<file path="config.mk">
export PLATFORM = sky130hd
export DESIGN_NAME = mux_bus_ctrl
export DESIGN_NICKNAME = d
export VERILOG_FILES = /design/src/rtl/mux_bus_ctrl.sv
export SDC_FILE = /design/constraint.sdc
export NUM_CORES = 1
export LEC_CHECK = 0
export ABC_AREA = 1
export BUFFER_PORTS_ARGS = -buffer_cell sky130_fd_sc_hd__buf_2
export CAP_MARGIN = 20
export CELL_PAD_IN_SITES_DETAIL_PLACEMENT = 0
export CELL_PAD_IN_SITES_GLOBAL_PLACEMENT = 2
export CORE_AREA = 2 2 93 95
export CTS_CLUSTER_SIZE = 10
export DETAILED_ROUTE_END_ITERATION = 6
export DIE_AREA = 0 0 95 97
export GPL_TIMING_DRIVEN = 0
export HOLD_SLACK_MARGIN = 0.03
export PLACE_DENSITY_LB_ADDON = 0.1
export SLEW_MARGIN = 20
export SYNTH_ARGS = -nofsm -noshare
export SYNTH_HDL_FRONTEND = slang
export SYNTH_SLANG_ARGS = --single-unit
</file>
<file path="constraint.sdc">
create_clock -name clk -period 1.15 [get_ports clk]
set_input_delay 0.115 -clock clk [delete_from_list [all_inputs] [get_ports clk]]
set_output_delay 0.115 -clock clk [all_outputs]
set_load 0.01 [all_outputs]
</file>
<file path="src/rtl/mux_bus_ctrl.sv">
module mux_bus_ctrl #(
  parameter int AW      = 12,
  parameter int DW      = 8,
  parameter int T_SETUP = 1,
  parameter int T_AS    = 1,
  parameter int T_FLOAT = 1,
  parameter int T_WLEAD = 1,
  parameter int T_DS    = 2,
  parameter int T_REC   = 1,
  parameter int T_EXT   = 2
) (
  input  logic          clk,
  input  logic          rst,
  input  logic          req_valid,
  output logic          req_ready,
  input  logic          req_write,
  input  logic          req_dm,
  input  logic          ext_mode,
  input  logic [AW-1:0] req_addr,
  input  logic [DW-1:0] req_wdata,
  output logic          done,
  output logic [DW-1:0] rdata,
  output logic [AW-DW-1:0] bus_hi,
  output logic [DW-1:0] ad_out,
  output logic          ad_oe,
  input  logic [DW-1:0] ad_in,
  output logic          as_n,
  output logic          ds_n,
  output logic          rd_wr_n,
  output logic          dm_n
);
  localparam int CW = $clog2(T_SETUP + T_AS + T_FLOAT + T_WLEAD + T_DS + T_EXT + T_REC + 1);

  typedef enum logic [2:0] {S_IDLE, S_SETUP, S_ASL, S_FLOAT, S_WLEAD, S_DSL, S_REC} st_t;

  st_t           st, nxt;
  logic [CW-1:0] cnt, nxt_len;
  logic [AW-1:0] addr_q;
  logic [DW-1:0] wdata_q;
  logic          wr_q, dm_q, ext_q;

  always_comb begin
    nxt     = S_IDLE;
    nxt_len = '0;
    case (st)
      S_SETUP: begin nxt = S_ASL;   nxt_len = CW'(T_AS - 1);    end
      S_ASL:   begin nxt = S_FLOAT; nxt_len = CW'(T_FLOAT - 1); end
      S_FLOAT: begin nxt = S_WLEAD; nxt_len = CW'(T_WLEAD - 1); end
      S_WLEAD: begin nxt = S_DSL;   nxt_len = ext_q ? CW'(T_DS + T_EXT - 1) : CW'(T_DS - 1); end
      S_DSL:   begin nxt = S_REC;   nxt_len = CW'(T_REC - 1);   end
      default: begin nxt = S_IDLE;  nxt_len = '0;               end
    endcase
  end

  always_ff @(posedge clk) begin
    if (rst) begin
      st      <= S_IDLE;
      cnt     <= '0;
      addr_q  <= '0;
      wdata_q <= '0;
      wr_q    <= 1'b0;
      dm_q    <= 1'b0;
      ext_q   <= 1'b0;
      rdata   <= '0;
    end else if (st == S_IDLE) begin
      if (req_valid) begin
        st      <= S_SETUP;
        cnt     <= CW'(T_SETUP - 1);
        addr_q  <= req_addr;
        wdata_q <= req_wdata;
        wr_q    <= req_write;
        dm_q    <= req_dm;
        ext_q   <= ext_mode;
      end
    end else if (cnt != '0) begin
      cnt <= cnt - 1'b1;
    end else begin
      st  <= nxt;
      cnt <= nxt_len;
      if (st == S_DSL && !wr_q) rdata <= ad_in;
    end
  end

  wire addr_ph = (st == S_SETUP) || (st == S_ASL);
  wire data_ph = (st == S_WLEAD) || (st == S_DSL) || (st == S_REC);

  assign req_ready = (st == S_IDLE);
  assign done      = (st == S_REC) && (cnt == '0);
  assign as_n      = (st != S_ASL);
  assign ds_n      = (st != S_DSL);
  assign ad_oe     = addr_ph || (wr_q && data_ph);
  assign ad_out    = addr_ph ? addr_q[DW-1:0] : wdata_q;
  assign bus_hi    = addr_q[AW-1:DW];
  assign rd_wr_n   = (st == S_IDLE) ? 1'b1 : !wr_q;
  assign dm_n      = (st == S_IDLE) ? 1'b1 : !dm_q;

  a_r2_addr_at_as_rise: assert property (@(posedge clk) disable iff (rst)
    $rose(as_n) |-> $past(ad_oe) && ($past(ad_out) == addr_q[DW-1:0]));
  a_r4_float_after_as: assert property (@(posedge clk) disable iff (rst)
    $rose(as_n) |-> !ad_oe);
  a_r4_no_addr_under_ds: assert property (@(posedge clk) disable iff (rst)
    (!ds_n && rd_wr_n) |-> !ad_oe);
  a_r3_rw_stable: assert property (@(posedge clk) disable iff (rst)
    (!req_ready && !$past(req_ready)) |-> $stable(rd_wr_n));
  a_r8_dm_stable: assert property (@(posedge clk) disable iff (rst)
    (!req_ready && !$past(req_ready)) |-> $stable(dm_n));
  a_r10_done_pulse: assert property (@(posedge clk) disable iff (rst)
    done |=> !done);
  a_r11_idle_quiet: assert property (@(posedge clk) disable iff (rst)
    req_ready |-> (as_n && ds_n && !ad_oe));
  a_r4_strobes_apart: assert property (@(posedge clk) disable iff (rst)
    !(!as_n && !ds_n));
endmodule

</file>
==> results by group <==
STA
  – Relative slew slack: 53.3%
  – Slew @ Worst Pin: 0.701 ns
  – Tmin final: 1.50 ns
  – Final hold vios: 0
  – RSZ-0062 raised after global routing: true
  – Period utilisation layout: 130%
  – Fin worst setup slack: -0.351 ns
  – Fmax: 666 MHz
  – Final setup viols: 52
  – Max Clock Skew: 0.00461 ns
  – Slew Viols, Final: 0

Synthesis
  – Synth area leader: dfxtp_1
  – Syn Nets: 303
  – Simple-gate portion of the synthesized area: 34.6%
  – Most common cell in the netlist: nand2_1
  – Synth Warn #: 0
  – Post-synthesis mux area share: 0%
  – Syn_area_per_cell: 6.87 µm²
  – Top post-synthesis cells by area: dfxtp_1 (41%), nand2_1 (12%), nand3_1 (12%)
  – Adder-Cell Fraction of Synth Area: 1.36%
  – Post-synthesis cell type count: 22
  – Top cells by count, synth: nand2_1 (60), nand3_1 (44), dfxtp_1 (38)
  – Synth top area share: 41.4%
  – #FFs+latches synth: 38
  – Ys async rst share: 0%
  – Post-synth EDFFs: 0
  – Cell Area, Synth: 1840 µm²
  – Largest family of logic cells by synthesized area: simple AND/OR/NAND/NOR gates
  – Synth Area in Compound Gates: 10.2%
  – Sequential fraction of the synthesis area: 41.4%
  – Xor-xnor portion of the synthesized cell area: 0.477%
  – Post-Syn Instances: 267
  – Top FF cell, synth: dfxtp_1

Routing
  – Total Routed Length: 6.39 mm
  – Vias per cell: 4.35
  – Number of antenna-violating nets in the routed design: 0
  – 1st-pass router iterations: 4
  – Vias: 2049
  – DRC: 0
  – DRT iter0 DRCs: 32
  – DR WL/cell: 13.6 µm

Cells and area
  – Ant. Diodes: 0
  – Storage element area: 777 µm²
  – Area grow syn2layout: 82.1%
  – Share of cells above drive strength 1: 56.3%
  – Area of the multi-input gates: 1350 µm²
  – Final Non-Filler Cells: 471
  – Fill cells: 871
  – Layout Nets: 401

Floorplan
  – Placeable Area: 8130 µm²
  – Full die area: 9220 µm²
  – Height of the chip: 97 µm
  – DIE WIDTH: 95 µm
  – # rows: 33
  – # IOs: 61
  – Initial core utilization: 22.6%

CTS
  – Root Driver: clkbuf_8
  – CTS Buf Count: 5
  – Worst-path clk slew: 0.08 ns
  – Maximum root-to-sink buffer count: 2
  – TritonCTS clock tree: built
  – # clock sinks: 38
  – Clock Latency Late Sink: 0.29 ns
  – H-tree depth: 2

Critical path
  – Reg2reg setup slack: -0.23 ns
  – Worst-path cell chain: inv_4, nand2_4, nor2_4, buf_6, buf_8, a211oi_4, buf_2
  – CP Max Fanout: 4
  – Startpoint types: register
  – CP bufs+invs: 4
  – Slowest stage delay, CP: 0.38 ns
  – Worst EP arrival: 1.39 ns
  – Worst EP required: 1.03 ns
  – Critical path class: register to output pin
  – Slowest cell on the critical path: dfxtp_4
  – Crit. End Element: output pin
  – CP top delay family: buffers and inverters

Global routing
  – Grt ovf: 0
  – Largest net degree at the start of global routing: 12
  – Antenna violations before repair: 0
  – First-pass GRT wire length: 9.43 mm
  – Vias in the first global route: 1925
  – All-layer global routing usage: 13.2%

Placement
  – Port bufs: 58
  – Final HPWL DP: 4.06 mm
  – Placed Instances: 430
  – GPL Wtd Cong: 0.705

Run status
  – Status: finished with violations
  – Violated checks: setup timing

Run
  – # Max-Cap Violations: 0

Pwr
  – P_leak: 1.44 nW
  – Worst-case vdd ir drop: 1090 µV
  – Total chip power: 9.46 mW
  – PwrDens: 2830 nW/µm²

Hold path
  – Hold Path Class: primary input to register
-- stage by stage --
step,TNS (ns),instance area (µm²),utilization [%],setup WS (ns),hold WS [ns]
after floorplan,-0.215,1890,-,-0.0269,0.279
after global placement,-9.95,2310,28.4,-0.409,0.389
after detailed placement,-8.90,2310,28.4,-0.369,0.390
after CTS,-10.06,2710,33.3,-0.344,0.0697
after global routing,-12.92,3340,41.1,-0.410,0.0584
final,-9.42,3340,41.1,-0.351,0.0687
-- registers in the layout (all words and copies together), names as in the netlist --
register / count
st: 3
dm_q: 1
ext_q: 1
addr_q: 12
wr_q: 1
rdata: 8
wdata_q: 8
cnt: 4
-- layout make-up --
cell class | count | share of cell area (%)
tap | 105 | 3.93
multi-input combinational | 182 | 40.3
timing repair buffer | 91 | 21.5
sequential | 38 | 23.2
clock buffer | 7 | 2.28
inverter | 30 | 3.74
clock inverter | 1 | 0.898
buffer | 17 | 4.12
-- worst min-delay path: cells and delay by family --
kind,cells,cell delay (ns)
buf+inv,1,0.10
compound gates,1,0.04
simple gates,1,0.06
-- where the power goes --
part	total [mW]	internal, mW	switching, mW
Combinational	6.47	3.30	3.16
Clock	1.15	0.650	0.504
Sequential	1.85	1.61	0.236
-- path summary, 6_finish.rpt --
check / startpoint / end / cells after the start
setup / recovery: st[0]$_SDFFE_PP0P_ / ad_oe / 7
hold / removal: req_dm / dm_q$_SDFFE_PP0P_ / 3
setup reg to reg: st[0]$_SDFFE_PP0P_ / rdata[4]$_SDFFE_PP0P_ / 10
hold reg to reg: rdata[3]$_SDFFE_PP0P_ / rdata[3]$_SDFFE_PP0P_ / 2
-- per-layer routing --
layer	wire length [µm]	vias to the layer above	track usage, %
met5	0	-	0
met4	41	0	3.01
met3	298	4	3.27
met2	3210	44	22.3
met1	2840	952	16.8
li1	-	1049	-
-- cell usage in the layout, fill, tap and decap left out, types with 3 or more instances in the layout --
cell type  synthesis  layout
buf_2              1      54
nand2_1           60      50
dfxtp_1           38      33
nor2_1            28      24
inv_1             28      23
nand3_2            0      23
a21oi_2            0      21
buf_4              7      19
buf_6              2      16
nand3_1           44      13
nand3_4            0       8
o21ai_2            0       7
clkbuf_1           5       6
a21oi_1           27       6
nand2_4            0       5
nor2_4             2       5
nand2_2            3       5
clkbuf_8           0       5
buf_12             0       5
buf_8              0       4
dfxtp_4            0       4
inv_4              0       3
inv_2              2       3
nand2_8            0       3
clkbuf_16          0       3
-- cells by family (layout without fill, tap and decap cells) --
kind of cell / Yosys count / count (layout)
DFF: 38 / 38
xor gates and xnor gates: 1 / 1
AOI/OAI and AO/OA: 37 / 37
buffers and inverters: 47 / 146
adders and majority gates: 2 / 2
and+or+nand+nor: 142 / 142
-- repair_timing --
item / 4_1_cts / 5_1_grt
resized for setup: 37 / 99
pin swaps: 13 / 36
hold buffers: 0 / 0
endpoints found under the setup margin: 52 / 53
buffers inserted: 18 / 11
cloned: 0 / 4
No activity file was read; power rests on OpenSTA's default activity.
